### src/rtl/cache_region_activity.sv
module cache_region_activity #(
  parameter int SET_W = 10,
  parameter int NREG  = 8,
  parameter int CNT_W = 16
) (
  input  logic             clk,
  input  logic             rst,
  input  logic             acc_vld,
  input  logic [SET_W-1:0] acc_set,
  input  logic             intv_end,
  input  logic [CNT_W-1:0] thresh,
  output logic [NREG-1:0]  act_vec,
  output logic [NREG-1:0]  pred_vec,
  output logic             vec_vld
);
  localparam int RW = $clog2(NREG);
  localparam logic [CNT_W-1:0] CMAX = '1;

  logic [RW-1:0]    reg_sel;
  logic [CNT_W-1:0] cnt [NREG];
  logic [NREG-1:0]  vec_now;

  assign reg_sel = acc_set[SET_W-1 -: RW];

  for (genvar gi = 0; gi < NREG; gi++) begin : g_reg
    logic             hit;
    logic [CNT_W-1:0] nxt;

    assign hit = acc_vld && (reg_sel == RW'(gi));
    assign nxt = (hit && cnt[gi] != CMAX) ? cnt[gi] + 1'b1 : cnt[gi];
    assign vec_now[gi] = nxt > thresh;

    always_ff @(posedge clk) begin
      if (rst || intv_end) cnt[gi] <= '0;
      else                 cnt[gi] <= nxt;
    end

    AST_NO_WRAP: assert property (@(posedge clk) disable iff (rst)
      !$past(intv_end) |-> cnt[gi] >= $past(cnt[gi]));
    AST_CLEAR_AFTER_END: assert property (@(posedge clk) disable iff (rst)
      vec_vld |-> cnt[gi] == '0);
  end

  always_ff @(posedge clk) begin
    if (rst) begin
      act_vec  <= '0;
      pred_vec <= '0;
      vec_vld  <= 1'b0;
    end else begin
      vec_vld <= intv_end;
      if (intv_end) begin
        act_vec  <= vec_now;
        pred_vec <= act_vec;
      end
    end
  end

  AST_HOLD_BETWEEN: assert property (@(posedge clk) disable iff (rst)
    !vec_vld |-> $stable(act_vec) && $stable(pred_vec));
  AST_PRED_PREV: assert property (@(posedge clk) disable iff (rst)
    vec_vld |-> pred_vec == $past(act_vec));
  AST_MAX_THRESH: assert property (@(posedge clk) disable iff (rst)
    vec_vld && $past(thresh) == CMAX |-> act_vec == '0);
endmodule

### config.mk
export PLATFORM = sky130hd
export DESIGN_NAME = cache_region_activity
export DESIGN_NICKNAME = d
export VERILOG_FILES = /design/src/rtl/cache_region_activity.sv
export SDC_FILE = /design/constraint.sdc
export NUM_CORES = 1
export LEC_CHECK = 0
export ABC_AREA = 0
export CAP_MARGIN = 20
export CORE_MARGIN = 10
export CORE_UTILIZATION = 40
export CTS_BUF_LIST = sky130_fd_sc_hd__clkbuf_8
export CTS_CLUSTER_SIZE = 12
export DETAILED_ROUTE_END_ITERATION = 6
export PLACE_DENSITY = 0.6
export SLEW_MARGIN = 20
export SYNTH_ARGS = -nofsm -noshare
export SYNTH_HDL_FRONTEND = slang
export SYNTH_SLANG_ARGS = --single-unit
export TNS_END_PERCENT = 20
### constraint.sdc
create_clock -name clk -period 6.9 [get_ports clk]
set_clock_uncertainty 0.15 [all_clocks]
set_input_delay 1.38 -clock clk [delete_from_list [all_inputs] [get_ports clk]]
set_output_delay 1.38 -clock clk [all_outputs]
set_load 0.05 [all_outputs]
==> impl_metrics.tcl <==
set metrics [dict create \
    status "complete, no violations" \
    path_clk_slew_ps 80 \
    hp-class "register to register" \
    clk_path_buf_depth 2 \
    syn-num-nets 1533 \
    core_um2 27900 \
    worst_slew_margin_rel_pct 30.1 \
    period_needed_ps 4640 \
    drive_gt1_share_pct 6.17 \
    ys_seq_elements 145 \
    combPwrFrac_pct 9.3 \
    syn_inst 1367 \
    ys_types 62 \
    reg2reg_slack_ps 3230 \
    seq_power_share_pct 49.4 \
    initial_core_util_pct 40.7 \
    dp_cells 1741 \
    synth_top_family_by_area "simple AND/OR/NAND/NOR gates" \
    ir_drop_uv 127 \
    antenna_found_initial 0 \
    cts_hold_buf 0 \
    dp_worst_setup_slack_ps 1840 \
    r2r-end "act_vec[0]$_SDFFE_PP0P_" \
    hp-start "cnt[1][49]$_SDFF_PP0_" \
    route.detailed.drc 0 \
    arrival_ps 4910 \
    ys.flop_type "dfxtp_1" \
    ys_seq_area_share_pct 25.5 \
    vias_per_cell 5.89 \
    grt_setup_unrepaired "false" \
    drt_iter0_drc 615 \
    required_ps 7160 \
    timing.final.ws_setup_ps 2260 \
    pin_count 47 \
    slowest_delay_ps 730 \
    grt_pass1_vias 9800 \
    crit_fanout 13 \
    dieArea_um2 35600 \
    synth-edff-count 0 \
    grt_max_degree 65 \
    routabilityCongestion 0.826 \
    synth-adder-area-share_pct 15.0 \
    fillers 2797 \
    clockPowerShare_pct 41.3 \
    post-route-util_pct 44.7 \
    rr_worst_depth 9 \
    drv_cap 0 \
    dp_hpwl_mm 22.4 \
    yosysWarningCount 0 \
    antenna_cells 0 \
    crit_chain "clkdlybuf4s50_1, buf_4, nand4bb_1, or4_4, or3_1, xnor2_1, ha_1, nand4_1, a2111oi_0, o41a_1" \
    fin_crit_sh_pct 67.3 \
    power_switching_uw 470 \
    cp-start-kind "primary input" \
    multiInputGateArea_um2 8110 \
    synth_xor_xnor_area_share_pct 5.32 \
    setup_viol 0 \
    wl_per_cell_um 18.2 \
    swShare_pct 27.6 \
    crit_slowest_cell "or4_4" \
    total_leakage_power_uw 0.00512 \
    timing.final.hold_violations 0 \
    syn_area_um2 11400 \
    tritoncts "done" \
    area_delta_synth_final_pct 9.79 \
    gr-total-overflow 0 \
    yosys.area_share.simple_pct 29.4 \
    async_flop_share_pct 0 \
    drt_first_pass_iters 5 \
    worst_pin_slew_ps 1050 \
    drv_slew 0 \
    post_cts_buffers 0 \
    min_to "cnt[1][49]$_SDFF_PP0_" \
    crit_path_end_kind "register" \
    routed_wirelength_mm 32.2 \
    synth_compound_area_share_pct 14.0 \
    internal_power_uw 1230 \
    path_class "primary input to register" \
    fp.dieH_um 189 \
    grtUsageTotal_pct 17.8 \
    r2r-start "cnt[0][9]$_SDFF_PP0_" \
    cts_max_level 4 \
    portBuffers 39 \
    rows 61 \
    cts_made_buffers 17 \
    setup_tns_ps 0 \
    grt_pass1_wl_mm 51.8 \
    die_w_um 189 \
    muxShareOfSynthArea_pct 7.61 \
    cts_resized 0 \
    nets 1548 \
    clock.fmax_ghz 0.215 \
    syn_avg_cell_area_um2 8.31 \
    regArea_um2 2900 \
    cts-root-buf "clkbuf_8" \
    clk_latency_ps 480 \
    cts.sinks 145 \
    vias 10400 \
    power.density_nw_per_um2 136 \
    ant_nets 0 \
    finalNonFillerCells 1772 \
    holdPathStages 2 \
]
## layer usage
layer	part of all wire [%]	vias to the layer above	track usage [%]
li1	-	5242	-
met1	48	4929	23.2
met2	46	227	29.5
met3	4.3	45	2.73
met4	2.0	0	5.19
met5	0	-	0
## cells in the mapped netlist, drive strengths merged, types with 4 or more instances
cell type	n	area share, %
nand2	178	5.9
dfxtp	145	26
ha	136	15
a21oi	100	4.4
nand3	75	3.4
mux2i	74	6.5
or3	72	4.0
nand4	65	3.8
xor2	52	4.0
clkbuf	37	1.2
nor4	37	2.4
inv	35	1.2
nor3	33	1.6
nor2	32	1.1
a211oi	25	1.7
or4	25	1.8
a21o	24	1.6
o31ai	24	1.6
o21ai	22	0.97
and3	19	1.0
buf	17	0.75
xnor2	17	1.3
and4	14	1.1
mux2	11	1.1
nor2b	11	0.61
a31oi	9	0.50
and2	9	0.50
o211ai	9	0.59
o41a	8	0.79
a2111oi	6	0.52
nor3b	5	0.33
or2	5	0.28
a41oi	4	0.31
nand4bb	4	0.40
## placed cells by master (no fill, tap or decap), types with 5 or more instances in the layout
cell type	n
a2111oi_0	5
a211oi_1	25
a21o_1	24
a21oi_1	100
a31oi_1	9
and2_1	9
and3_1	19
and4_1	14
buf_4	11
clkbuf_8	19
clkdlybuf4s50_1	37
dfxtp_1	145
ha_1	136
inv_1	35
mux2_2	11
mux2i_1	74
nand2_1	178
nand3_1	73
nand4_1	62
nor2_1	31
nor2b_1	11
nor3_1	30
nor3b_1	5
nor4_1	32
o211ai_1	9
o21ai_0	22
o31ai_1	24
o41a_1	8
or2_2	5
or3_1	72
or4_1	22
xnor2_1	17
xor2_1	52
## layout make-up
cell class,count,share of cell area (%)
clock inverter,12,1.06
multi-input combinational,1133,65.0
tap,378,3.79
sequential,145,23.3
timing repair buffer,50,3.71
clock buffer,19,2.10
inverter,35,1.05
## per-stage QoR
stage	area (µm²)	power [µW]	hold slack, ps
2_1_floorplan	11400	953	307
3_3_place_gp	12100	1010	323
3_5_place_dp	12100	1020	330
4_1_cts	12500	1710	341
5_1_grt	12500	1760	367
6_report	12500	1700	341
## kinds of logic (layout without fill, tap and decap cells)
group | Yosys count | count (layout)
XOR/XNOR | 69 | 69
flip-flops | 145 | 145
buffers and inverters | 89 | 116
adder cells (fa/ha/maj) | 136 | 136
AO/OA/AOI/OAI | 246 | 246
multiplexers | 85 | 85
AND/OR/NAND/NOR | 597 | 597
## how the worst max path moves through the flow
stage	slack (ps)	to	depth (start not counted)	from
6_report	2260	act_vec[4]$_SDFFE_PP0P_	10	acc_set[8]
3_3_place_gp	1830	act_vec[4]$_SDFFE_PP0P_	10	acc_set[8]
2_1_floorplan	2900	act_vec[0]$_SDFFE_PP0P_	9	acc_set[7]
5_1_grt	2140	act_vec[4]$_SDFFE_PP0P_	10	acc_set[8]
3_5_place_dp	1840	act_vec[4]$_SDFFE_PP0P_	10	acc_set[8]
4_1_cts	2330	act_vec[4]$_SDFFE_PP0P_	10	acc_set[8]
## critical path: cells and delay by family
| family | cells | cell delay, ps |
|---|---|---|
| buf+inv | 2 | 570 |
| xor+xnor | 1 | 160 |
| simple gates | 4 | 1850 |
| compound gates | 2 | 630 |
| fa+ha+maj | 1 | 300 |
## sequential cells by signal (all words and copies together), names as in the netlist
name,cells
cnt,128
act_vec,8
pred_vec,8
vec_vld,1
## power groups by stage
stage / clock (µW) / combinational, µW / sequential [µW]
after detailed placement: 0 / 158 / 858
after floorplan: 0 / 94.4 / 859
after global placement: 0 / 155 / 858
after global routing: 749 / 175 / 839
final: 702 / 158 / 838
after CTS: 715 / 159 / 838
(Power assumes the default switching activity.)
